[config.mk]
export PLATFORM = sky130hd
export DESIGN_NAME = serial_shifter
export DESIGN_NICKNAME = d
export VERILOG_FILES = /design/src/rtl/ssr_pkg.sv /design/src/rtl/ssr_clock_src.sv /design/src/rtl/ssr_sequencer.sv /design/src/rtl/ssr_datapath.sv /design/src/rtl/serial_shifter.sv
export SDC_FILE = /design/constraint.sdc
export NUM_CORES = 1
export LEC_CHECK = 0
export CAP_MARGIN = 10
export CELL_PAD_IN_SITES_DETAIL_PLACEMENT = 1
export CELL_PAD_IN_SITES_GLOBAL_PLACEMENT = 1
export CORE_MARGIN = 5
export CORE_UTILIZATION = 33
export DETAILED_ROUTE_END_ITERATION = 16
export HOLD_SLACK_MARGIN = 0.15
export PLACE_DENSITY_LB_ADDON = 0.1
export SLEW_MARGIN = 30
export SYNTH_ARGS = -nofsm -noshare
export SYNTH_HDL_FRONTEND = slang
export SYNTH_SLANG_ARGS = --single-unit
export TNS_END_PERCENT = 100
[constraint.sdc]
create_clock -name clk -period 4 [get_ports clk]
set_clock_uncertainty 0.1 [all_clocks]
set_input_delay 0.4 -clock clk [delete_from_list [all_inputs] [get_ports clk]]
set_output_delay 0.4 -clock clk [all_outputs]
set_load 0.01 [all_outputs]
[src/rtl/ssr_pkg.sv]
`timescale 1ns/1ps
// Shared types for the serial shift register unit.
// Assumes mode codes follow the fixed 3-bit encoding given in the brief.
package ssr_pkg;

    typedef enum logic [2:0] {
        SR_OFF      = 3'd0,
        SR_IN_TMR   = 3'd1,
        SR_IN_SYS   = 3'd2,
        SR_IN_EXT   = 3'd3,
        SR_LOOP_TMR = 3'd4,
        SR_OUT_TMR  = 3'd5,
        SR_OUT_SYS  = 3'd6,
        SR_OUT_EXT  = 3'd7
    } sr_mode_e;

    typedef enum logic [1:0] {
        SRC_NONE  = 2'd0,
        SRC_TIMER = 2'd1,
        SRC_SYS   = 2'd2,
        SRC_EXT   = 2'd3
    } clk_src_e;

    // Map a mode code to the source of its shift clock.
    function automatic clk_src_e src_of(input sr_mode_e m);
        case (m)
            SR_OFF:                              return SRC_NONE;
            SR_IN_TMR, SR_LOOP_TMR, SR_OUT_TMR:  return SRC_TIMER;
            SR_IN_SYS, SR_OUT_SYS:               return SRC_SYS;
            default:                             return SRC_EXT;
        endcase
    endfunction

endpackage

[src/rtl/ssr_clock_src.sv]
`timescale 1ns/1ps
// Shift clock source selector.
// Produces a one-cycle tick from the selected source: the timer pulse,
// every system clock, or a synchronised rising edge on the clock pin.
// Assumes the timer pulse is already synchronous to clk.
module ssr_clock_src
    import ssr_pkg::*;
#(
    parameter int SYNC_STAGES = 2
) (
    input  logic     clk,
    input  logic     rst_n,
    input  clk_src_e src,
    input  logic     t2_tick,
    input  logic     pin_in,
    output logic     tick,
    output logic     is_ext
);
    localparam int CHAIN = SYNC_STAGES + 1;

    logic [CHAIN-1:0] chain_q;
    logic             rise;

    // Synchroniser chain plus one history stage for edge detection.
    generate
        for (genvar i = 0; i < CHAIN; i++) begin : g_sync
            if (i == 0) begin : g_first
                always_ff @(posedge clk) begin
                    if (!rst_n) chain_q[i] <= 1'b0;
                    else        chain_q[i] <= pin_in;
                end
            end else begin : g_next
                always_ff @(posedge clk) begin
                    if (!rst_n) chain_q[i] <= 1'b0;
                    else        chain_q[i] <= chain_q[i-1];
                end
            end
        end
    endgenerate

    assign rise   = chain_q[SYNC_STAGES-1] & ~chain_q[SYNC_STAGES];
    assign is_ext = (src == SRC_EXT);

    // Pick the tick for the current clock source.
    always_comb begin
        case (src)
            SRC_TIMER: tick = t2_tick;
            SRC_SYS:   tick = 1'b1;
            SRC_EXT:   tick = rise;
            default:   tick = 1'b0;
        endcase
    end


    ext_tick_needs_edge_chk: assert property (@(posedge clk) disable iff (!rst_n)
        (is_ext && tick) |-> (chain_q[SYNC_STAGES-1] && !chain_q[SYNC_STAGES]));

endmodule

[src/rtl/ssr_sequencer.sv]
`timescale 1ns/1ps
// Transfer sequencer: tracks the bit count, the running state and the
// phase of the driven clock pin. It issues a shift strobe and raises a
// completion pulse after the final bit. Assumes start (any access) has
// priority over a tick in the same cycle.
module ssr_sequencer #(
    parameter int BITS = 8
) (
    input  logic clk,
    input  logic rst_n,
    input  logic start,
    input  logic enable,
    input  logic ext,
    input  logic loop,
    input  logic tick,
    output logic shift,
    output logic phase,
    output logic busy,
    output logic done
);
    localparam int CNT_W = $clog2(BITS);
    localparam logic [CNT_W-1:0] LAST = CNT_W'(BITS - 1);

    logic [CNT_W-1:0] cnt_q;
    logic             busy_q, phase_q, done_q;
    logic             last;

    // Internal modes shift on the second half-period; external on every tick.
    assign shift = busy_q & tick & ~start & (ext | ~phase_q);
    assign last  = shift & (cnt_q == LAST);

    // Bit counter: cleared on access, advanced per shift, wraps after last bit.
    always_ff @(posedge clk) begin
        if (!rst_n)     cnt_q <= '0;
        else if (start) cnt_q <= '0;
        else if (shift) cnt_q <= last ? '0 : cnt_q + CNT_W'(1);
    end

    // Running state: set on access when enabled, dropped after a non-loop byte.
    always_ff @(posedge clk) begin
        if (!rst_n)              busy_q <= 1'b0;
        else if (start)          busy_q <= enable;
        else if (last && !loop)  busy_q <= 1'b0;
    end

    // Driven clock pin phase: idles high, toggles on each internal tick.
    always_ff @(posedge clk) begin
        if (!rst_n)                        phase_q <= 1'b1;
        else if (start)                    phase_q <= 1'b1;
        else if (busy_q && tick && !ext)   phase_q <= ~phase_q;
    end

    // Completion pulse for one cycle after the last shift of a byte.
    always_ff @(posedge clk) begin
        if (!rst_n) done_q <= 1'b0;
        else        done_q <= last & ~loop;
    end

    assign phase = phase_q;
    assign busy  = busy_q;
    assign done  = done_q;


    done_single_chk: assert property (@(posedge clk) disable iff (!rst_n)
        done_q |=> !done_q);

    done_ends_run_chk: assert property (@(posedge clk) disable iff (!rst_n)
        done_q |-> !busy_q);

    idle_count_zero_chk: assert property (@(posedge clk) disable iff (!rst_n)
        !busy_q |-> (cnt_q == '0));

    idle_clock_high_chk: assert property (@(posedge clk) disable iff (!rst_n)
        !busy_q |-> phase_q);

endmodule

[src/rtl/ssr_datapath.sv]
`timescale 1ns/1ps
// Shift register datapath. Loads a byte on write and shifts left on each
// strobe. In the out direction the outgoing bit re-enters the low end; in
// the in direction the serial pin supplies it. Assumes load and shift
// never both matter in one cycle (load wins).
module ssr_datapath #(
    parameter int W = 8
) (
    input  logic         clk,
    input  logic         rst_n,
    input  logic         load,
    input  logic [W-1:0] ldata,
    input  logic         shift,
    input  logic         dir_out,
    input  logic         ser_in,
    output logic [W-1:0] sr_q
);
    logic fill;

    assign fill = dir_out ? sr_q[W-1] : ser_in;

    // Register update: load, shift left, or hold.
    always_ff @(posedge clk) begin
        if (!rst_n)     sr_q <= '0;
        else if (load)  sr_q <= ldata;
        else if (shift) sr_q <= {sr_q[W-2:0], fill};
    end


    rotate_keeps_ones_chk: assert property (@(posedge clk) disable iff (!rst_n)
        (shift && dir_out && !load) |=> ($countones(sr_q) == $countones($past(sr_q))));

    shift_in_lsb_chk: assert property (@(posedge clk) disable iff (!rst_n)
        (shift && !dir_out && !load) |=> (sr_q[0] == $past(ser_in)));

endmodule

[src/rtl/serial_shifter.sv]
`timescale 1ns/1ps
// Serial shift register unit, top level.
// Decodes the mode, selects the shift clock, sequences eight-bit transfers
// and drives the serial and clock pins. Assumes the mode is only changed
// while no transfer is running, and that the strobes last one cycle.
module serial_shifter
    import ssr_pkg::*;
#(
    parameter int DATA_W      = 8,
    parameter int SYNC_STAGES = 2
) (
    input  logic              clk,
    input  logic              rst_n,
    input  logic [2:0]        mode,
    input  logic              sr_wr,
    input  logic [DATA_W-1:0] sr_wdata,
    input  logic              sr_rd,
    output logic [DATA_W-1:0] sr_rdata,
    input  logic              t2_tick,
    input  logic              ser_in,
    output logic              ser_out,
    output logic              ser_oe,
    input  logic              sclk_in,
    output logic              sclk_out,
    output logic              sclk_oe,
    output logic              done
);
    sr_mode_e          mode_e;
    clk_src_e          src;
    logic              tick, is_ext, shift, phase, busy;
    logic              start, dir_out, loop, enable;
    logic [DATA_W-1:0] sr_q;

    // Mode decode into clock source, direction and loop flags.
    always_comb begin
        mode_e  = sr_mode_e'(mode);
        src     = src_of(mode_e);
        dir_out = mode[2];
        loop    = (mode_e == SR_LOOP_TMR);
        enable  = (mode_e != SR_OFF);
        start   = sr_wr | sr_rd;
    end

    ssr_clock_src #(.SYNC_STAGES(SYNC_STAGES)) u_src (
        .clk     (clk),
        .rst_n   (rst_n),
        .src     (src),
        .t2_tick (t2_tick),
        .pin_in  (sclk_in),
        .tick    (tick),
        .is_ext  (is_ext)
    );

    ssr_sequencer #(.BITS(DATA_W)) u_seq (
        .clk    (clk),
        .rst_n  (rst_n),
        .start  (start),
        .enable (enable),
        .ext    (is_ext),
        .loop   (loop),
        .tick   (tick),
        .shift  (shift),
        .phase  (phase),
        .busy   (busy),
        .done   (done)
    );

    ssr_datapath #(.W(DATA_W)) u_dp (
        .clk     (clk),
        .rst_n   (rst_n),
        .load    (sr_wr),
        .ldata   (sr_wdata),
        .shift   (shift),
        .dir_out (dir_out),
        .ser_in  (ser_in),
        .sr_q    (sr_q)
    );

    // Pin and register outputs.
    always_comb begin
        sr_rdata = sr_q;
        ser_out  = sr_q[DATA_W-1];
        ser_oe   = dir_out;
        sclk_out = phase;
        sclk_oe  = (src == SRC_TIMER) || (src == SRC_SYS);
    end


    off_holds_chk: assert property (@(posedge clk) disable iff (!rst_n)
        (mode == 3'd0 && !sr_wr) |=> $stable(sr_rdata));

    loop_no_done_chk: assert property (@(posedge clk) disable iff (!rst_n)
        (mode == 3'd4 && $past(mode) == 3'd4) |-> !done);

    access_restarts_chk: assert property (@(posedge clk) disable iff (!rst_n)
        (sr_wr || sr_rd) |=> !done);

endmodule

# After elaboration in Yosys (flattened, before gate mapping)
# Index checks and enable logic that the tools add are counted.
dict set report totals {
  inputBits 18
  reg_bits 17
}
dict set report op_classes {
  eq_ne 9
  reduce_logical 13
  bitwise 13
  muxes 8
  add_sub_neg 1
}
# op count
set op_table {}
lappend op_table {{two-way mux 8 bit} 2}
lappend op_table {{== test 3 bit (second input constant)} 4}
lappend op_table {{bitwise AND 1 bit} 6}
lappend op_table {{case mux 2 bit (3 select lines)} 1}
lappend op_table {{NOT 1 bit} 5}
lappend op_table {{== test 2 bit (second input constant)} 2}
lappend op_table {{nonzero test 2 bit} 2}
lappend op_table {{OR reduction 2 bit} 2}
lappend op_table {{adder 3 x 1 -> 3 bit (second input constant)} 1}
lappend op_table {{== test 3 x 1 -> 1 bit (second input constant)} 1}
lappend op_table {{== test 3 x 2 -> 1 bit (second input constant)} 1}
lappend op_table {{logical AND 1 bit} 3}
lappend op_table {{logical NOT 3 bit} 1}
lappend op_table {{two-way mux 1 bit} 3}
lappend op_table {{two-way mux 3 bit} 1}
lappend op_table {{case mux 1 bit (3 select lines)} 1}
lappend op_table {{nonzero test 3 bit} 1}
lappend op_table {{OR reduction 3 bit} 1}
lappend op_table {{== test 2 x 1 -> 1 bit (second input constant)} 1}
lappend op_table {{logical NOT 1 bit} 2}
lappend op_table {{OR 1 bit} 2}
lappend op_table {{logical OR 1 bit} 1}

# Depth between registers and ports, before layout
# Gate-level depths: netlist of the first run.
dict set report logic_depth {
  word_depth 12
  depth_mapped 9
}

# By module
# A second synthesis of the first run with hierarchy kept.
dict set report hier_totals {
  hier_cells 87
  hier_area_um2 902.1
}
# module n_inst cells_each area_each_um2
set by_module_without_submodules {}
lappend by_module_without_submodules {ssr_datapath 1 37 440.4}
lappend by_module_without_submodules {ssr_sequencer 1 31 291.5}
lappend by_module_without_submodules {ssr_clock_src 1 10 107.6}
lappend by_module_without_submodules {serial_shifter 1 9 62.6}

# Worst setup path before layout of the first run
# No wires, ideal clock.
dict set report synth_path {
  path_type {input to register}
  start {in mode[0]}
  end {reg u_seq.cnt_q[0]}
  required_ps 3830
  path_buffers 0
  cell_stages 8
  setup_slack_ps 2095
  setup_ps 70
  arrival_ps 1735
  path_cell_list {nor2_1 -> nor2_1 -> inv_1 -> ha_1 -> nand2_1 -> o32a_1 -> or4_1 -> a21oi_1}
}
dict set report synth_via {
  elab_chain_len 10
  elab_cells_between_ends 19
}
# element line_no
set synth_lines {}
lappend synth_lines {{start: declaration} serial_shifter.sv:14} ;# input logic [2:0] mode,
lappend synth_lines {{== test 3 x 1 -> 1 bit (tied with other cells)} ssr_pkg.sv:26} ;# case (m)
lappend synth_lines {{OR reduction 3 bit or OR reduction 2 bit (tied branches)} ssr_pkg.sv:26}
lappend synth_lines {{case mux 2 bit (3 select lines) (*)} ssr_pkg.sv:26}
lappend synth_lines {{== test 2 bit (tied with other cells)} {ssr_clock_src.sv:42, ssr_clock_src.sv:46}}
lappend synth_lines {{case mux 1 bit (3 select lines)} ssr_clock_src.sv:46} ;# case (src)
lappend synth_lines {{bitwise AND 1 bit (2 in series)} ssr_sequencer.sv:29} ;# assign shift = busy_q & tick & ~start & (ext | ~phase_q);
lappend synth_lines {{bitwise AND 1 bit (*)} ssr_sequencer.sv:29}
lappend synth_lines {{bitwise AND 1 bit} ssr_sequencer.sv:30} ;# assign last = shift & (cnt_q == LAST);
lappend synth_lines {{two-way mux 3 bit} ssr_sequencer.sv:36} ;# else if (shift) cnt_q <= last ? '0 : cnt_q + CNT_W'(1);
lappend synth_lines {{end signal: assignment} ssr_sequencer.sv:36}
lappend synth_lines {{end: declaration} ssr_sequencer.sv:24} ;# logic [CNT_W-1:0] cnt_q;
# Every way passes the cells marked *; elsewhere a longest branch is shown, timed or not.
# A chain may end at the register's enable or synchronous reset.

# Worst setup path in the final report of the first run
dict set report layout_path {
  start {in mode[1]}
  end {out sclk_oe}
}
dict set report layout_via {
  elab_chain_len 5
  elab_cells_between_ends 12
}
# element line_no
set layout_lines {}
lappend layout_lines {{== test 3 x 1 -> 1 bit (tied with other cells)} ssr_pkg.sv:26}
lappend layout_lines {{OR reduction 3 bit or OR reduction 2 bit (tied branches)} ssr_pkg.sv:26}
lappend layout_lines {{case mux 2 bit (3 select lines) (*)} ssr_pkg.sv:26}
lappend layout_lines {{== test 2 x 1 -> 1 bit or == test 2 bit (tied branches)} serial_shifter.sv:85} ;# sclk_oe = (src == SRC_TIMER) || (src == SRC_SYS);
lappend layout_lines {{logical OR 1 bit (*)} serial_shifter.sv:85}
lappend layout_lines {{end: declaration} serial_shifter.sv:25} ;# output logic sclk_oe,
# Marked as above.

==> results_dict.tcl, run 1 <==
set metrics [dict create \
    cts.clk_slew.worst_paths_ns 0.10 \
    max-slew-margin-rel 0.640 \
    hold_path_class "register to register" \
    rows 18 \
    start_kind "input pin" \
    powerDensity_nw_per_um2 293 \
    rsz0062_at_grt "no" \
    power_w 0.000352 \
    grt_max_degree 18 \
    final_common_cell "clkdlybuf4s50_1" \
    dieArea_um2 3790 \
    cts_tree "built" \
    grt_pass1_wl_um 4240 \
    vias_per_cell 5.23 \
    crit_type "input pin to output port" \
    worst_pin_slew_ns 0.539 \
    synthCells 106 \
    first_pass_iters 4 \
    die_h_um 61.6 \
    p_leak_nw 0.436 \
    ctsResizeCount 0 \
    outcome "completed" \
    fillers 322 \
    clockRootBuffer "clkbuf_4" \
    grt_overflow_total 0 \
    mostFrequentLayoutCells "30 x clkdlybuf4s50_1, 17 x dfxtp_1, 13 x nor2_1" \
    postCtsSetupBuffers 0 \
    drive_gt1_frac 0.0224 \
    synth_area_um2 878 \
    start_util 0.348 \
    finalCritPeriodShare 0.652 \
    avgSynthCellArea_um2 8.29 \
    setup_viol 0 \
    dp_slack_ns 1.13 \
    ys_types 30 \
    hold_viol 0 \
    vdd_drop_max_mv 0.132 \
    syn_nets 129 \
    antenna_found_initial 0 \
    drt_iter0_markers 30 \
    io-pin-count 31 \
    core_um2 2520 \
    ctsHoldBuffers 0 \
    wl_per_cell_um 14.8 \
    synth_ff_type "dfxtp_1" \
    synth_edf_count 0 \
    fin_hold_ws_ns 0.342 \
    cts_num_sinks 17 \
    path_max_fanout 6 \
    async_flop_share 0 \
    clockBufferDepth 2 \
    gp_congestion 0.731 \
    drv_cap 0 \
    fin_crit_ns 2.61 \
    grt_usage 0.145 \
    final_antenna_net_count 0 \
    port_buffers 30 \
    numCtsBuffers 3 \
    tns_ns 0 \
    drc 0 \
    ys_warn_count 0 \
    required_ns 3.50 \
    worst_slack_ns 1.39 \
    fp.dieW_um 61.6 \
    vias 858 \
    syn_to_final_growth_pct 36.9 \
    wl_um 2420 \
    ys_seq_area_frac 0.387 \
    ys_seq_elements 17 \
    n_antenna_cell 0 \
    clock_latency_ns 0.28 \
    htreeDepth 1 \
    finalNetCount 158 \
    critPathArrivalTime_ns 2.11 \
    place_hpwl_um 1860 \
    end_kind "output port" \
    grt_pass1_vias 939 \
    final_max_slew_viol_count 0 \
    fmax_ghz 0.383 \
]
==> cells by family (layout without fill, tap and decap cells) <==
family / Yosys count / count (layout) / share of synthesized area
compound gates: 27 / 27 / 0.195
xor+xnor: 1 / 1 / 0.00997
fa+ha+maj: 5 / 5 / 0.0712
buf+inv: 11 / 39 / 0.0669
flops: 17 / 17 / 0.387
mux: 1 / 1 / 0.0114
simple gates: 44 / 44 / 0.258
==> state kept, by name (all words and copies together), names as in the netlist <==
signal	cells
u_dp.sr_q	8
u_seq.busy	1
u_seq.cnt_q	3
u_seq.done	1
u_seq.phase	1
u_src.chain_q	3
==> final timing paths <==
path                                     from                          end  slack (ns)  depth (start not counted)
setup / recovery                      mode[1]                      sclk_oe        1.39                          6
hold / removal    u_src.chain_q[0]$_SDFF_PN0_  u_src.chain_q[1]$_SDFF_PN0_        0.34                          1
setup reg to reg  u_src.chain_q[1]$_SDFF_PN0_  u_seq.cnt_q[0]$_SDFFE_PP0P_        2.30                          4
hold reg to reg   u_src.chain_q[0]$_SDFF_PN0_  u_src.chain_q[1]$_SDFF_PN0_        0.34                          1
==> area by class of cell <==
cell class	count	area, um^2	area share
clock buffer	4	26.3	0.0219
sequential	17	340	0.283
tap	30	37.5	0.0312
inverter	5	18.8	0.0156
multi-input combinational	78	479	0.399
timing repair buffer	30	300	0.250
==> Yosys cell counts, types with 3 or more instances <==
master | number | area share
nor3_1 | 8 | 0.046
dfxtp_1 | 17 | 0.39
inv_1 | 5 | 0.021
o21ai_0 | 11 | 0.063
ha_1 | 5 | 0.071
nand2_1 | 5 | 0.021
a21oi_1 | 4 | 0.023
nor2_1 | 13 | 0.056
nand3_1 | 4 | 0.023
a211oi_1 | 8 | 0.068
and2_1 | 3 | 0.021
==> power breakdown <==
| part | leakage (nW) | total (W) | switching [W] | internal [W] |
|---|---|---|---|---|
| combinational | 0.281 | 0.0000748 | 0.0000343 | 0.0000406 |
| sequential | 0.140 | 0.000184 | 0.00000637 | 0.000177 |
| clock | 0.0150 | 0.0000936 | 0.0000549 | 0.0000387 |
==> layer usage <==
metal,global-route usage,share of wire
met5,0,0
met4,0.0364,0.0078
met3,0.0335,0.037
met2,0.241,0.47
met1,0.190,0.49
==> critical path: stages <==
cell             delay, ns
clkdlybuf4s50_1       0.56
nor2b_1               0.21
inv_1                 0.08
ha_1                  0.28
inv_1                 0.05
clkdlybuf4s50_1       0.52
==> metrics by stage <==
stage,util,cells,instance area (um^2)
6_report,0.477,164,1200
5_1_grt,0.477,164,1200
4_1_cts,0.477,164,1200
3_5_place_dp,0.466,160,1180
3_3_place_gp,0.466,160,1180
2_1_floorplan,-,106,878
(Power assumes the default switching activity.)
==> run 2, diff against run 1 <==
--- a/config.mk
+++ b/config.mk
@@ -9,7 +9,7 @@
 export CELL_PAD_IN_SITES_DETAIL_PLACEMENT = 1
 export CELL_PAD_IN_SITES_GLOBAL_PLACEMENT = 1
 export CORE_MARGIN = 5
-export CORE_UTILIZATION = 33
+export CORE_UTILIZATION = 28
 export DETAILED_ROUTE_END_ITERATION = 16
 export HOLD_SLACK_MARGIN = 0.15
 export PLACE_DENSITY_LB_ADDON = 0.1
==> constraint.sdc (replaced) <==
create_clock -name clk -period 2.3 [get_ports clk]
set_clock_uncertainty 0.1 [all_clocks]
set_input_delay 0.23 -clock clk [delete_from_list [all_inputs] [get_ports clk]]
set_output_delay 0.23 -clock clk [all_outputs]
set_load 0.01 [all_outputs]
==> results_dict.tcl, run 2 (synthesis gave the netlist of run 1 again) <==
set metrics [dict create \
    gp_congestion 0.761 \
    start_kind "input pin" \
    setup_viol 0 \
    reg_top3 "u_dp.sr_q (8), u_seq.cnt_q (3), u_src.chain_q (3)" \
    n_antenna_cell 0 \
    wl_met1_um 1300 \
    end_kind "output port" \
    worst_pin_slew_ns 0.558 \
    grt_max_degree 18 \
    mostFrequentLayoutCells "30 x clkdlybuf4s50_1, 17 x dfxtp_1, 13 x nor2_1, 13 x buf_4, 11 x o21ai_0" \
    first_pass_iters 3 \
    fin_hold_ws_ns 0.359 \
    antenna_found_initial 0 \
    hold_path_class "register to register" \
    fin_cells 191 \
    vdd_drop_max_mv 0.221 \
    drt_iter0_markers 8 \
    finalCritPeriodShare 0.957 \
    clockRootBuffer "clkbuf_4" \
    htreeDepth 1 \
    fp.dieW_um 66.0 \
    critPathArrivalTime_ns 1.87 \
    rsz0062_at_grt "yes" \
    numCtsBuffers 3 \
    drive_gt1_frac 0.129 \
    cts.clk_slew.worst_paths_ns 0.11 \
    drc 0 \
    grt_usage 0.132 \
    grt_pass1_wl_um 4480 \
    io-pin-count 31 \
    wl_per_cell_um 14.0 \
    drv_cap 0 \
    final_max_slew_viol_count 0 \
    port_buffers 30 \
    cts_tree "built" \
    largest_register_ffs 8 \
    design_area_um2 1330 \
    clock_latency_ns 0.29 \
    rows 20 \
    postCtsSetupBuffers 0 \
    fin_util 0.439 \
    clockBufferDepth 2 \
    grt_overflow_total 0 \
    grt_pass1_vias 976 \
    max-slew-margin-rel 0.627 \
    path_max_fanout 3 \
    syn_to_final_growth_pct 51.4 \
    fmax_ghz 0.455 \
    outcome "completed" \
    dieArea_um2 4360 \
    vias_per_cell 4.77 \
    placed_area_um2 1290 \
    final_antenna_net_count 0 \
    wl_um 2670 \
    finalNetCount 171 \
    wl_met2_um 1250 \
    vias 911 \
    hold_viol 0 \
    cts_num_sinks 17 \
    p_leak_nw 0.502 \
    largest-register "u_dp.sr_q" \
    place_hpwl_um 2160 \
    fin_crit_ns 2.20 \
    wl_met3_um 79 \
    final_common_cell "clkdlybuf4s50_1" \
    ctsHoldBuffers 0 \
    required_ns 1.97 \
    tns_ns 0 \
    start_util 0.290 \
    place_inst 187 \
    powerDensity_nw_per_um2 477 \
    core_um2 3030 \
    crit_type "input pin to output port" \
    top_layer "met4" \
    die_h_um 66.0 \
]
[run 2: cell count changes in the layout (fill, tap and decap cells not counted)]
cell / delta
a21oi_2: +1
clkinv_2: +1
buf_4: +13
clkbuf_1: -1
a21oi_1: -1
o32ai_2: +1
o32ai_1: -1
[run 2: worst max-delay path: stages]
cell             delay, ns
clkdlybuf4s50_1       0.51
nor2b_1               0.20
inv_1                 0.08
ha_1                  0.28
inv_1                 0.05
clkdlybuf4s50_1       0.52
[run 2: cell type report]
cell class | count | area [um^2]
Fill cell | 378 | 1700
Tap cell | 44 | 55.1
Clock buffer | 3 | 22.5
Clock inverter | 1 | 5.00
Multi-Input combinational cell | 78 | 490
Inverter | 5 | 18.8
Timing Repair Buffer | 43 | 398
Sequential cell | 17 | 340
[run 2: timing repair]
item,4_1_cts,5_1_grt
endpoints found under the hold margin,0,0
setup endpoints to repair,0,9
gates resized for setup,0,2
[run 2: path summary, 6_finish.rpt]
path	to	start	slack, ns	cells past startpoint
setup / recovery	sclk_oe	mode[1]	0.1	6
hold / removal	u_src.chain_q[1]$_SDFF_PN0_	u_src.chain_q[0]$_SDFF_PN0_	0.36	1
setup reg to reg	u_seq.cnt_q[0]$_SDFFE_PP0P_	u_seq.cnt_q[0]$_SDFFE_PP0P_	0.73	4
hold reg to reg	u_src.chain_q[1]$_SDFF_PN0_	u_src.chain_q[0]$_SDFF_PN0_	0.36	1
[run 2: per-stage QoR]
stage	setup WS (ns)	total power, W
floorplan	0.565	0.000386
global placement	-0.121	0.000472
detailed placement	-0.169	0.000476
CTS	0.0775	0.000639
global route	-0.0123	0.000677
finish	0.0999	0.000635
[run 2: routing by layer]
layer  vias to the layer above  GRT usage
met4                         0     0.0482
met1                       431      0.171
met5                         -          0
met3                         4     0.0340
met2                        14      0.209
li1                        462          -
[run 2: where the power goes]
part | switching [W] | leakage [nW] | total, W | internal (W)
Sequential | 0.0000119 | 0.140 | 0.000320 | 0.000308
Combinational | 0.0000655 | 0.344 | 0.000150 | 0.0000847
Clock | 0.0000998 | 0.0177 | 0.000164 | 0.0000645
Total | 0.000177 | 0.502 | 0.000635 | 0.000458
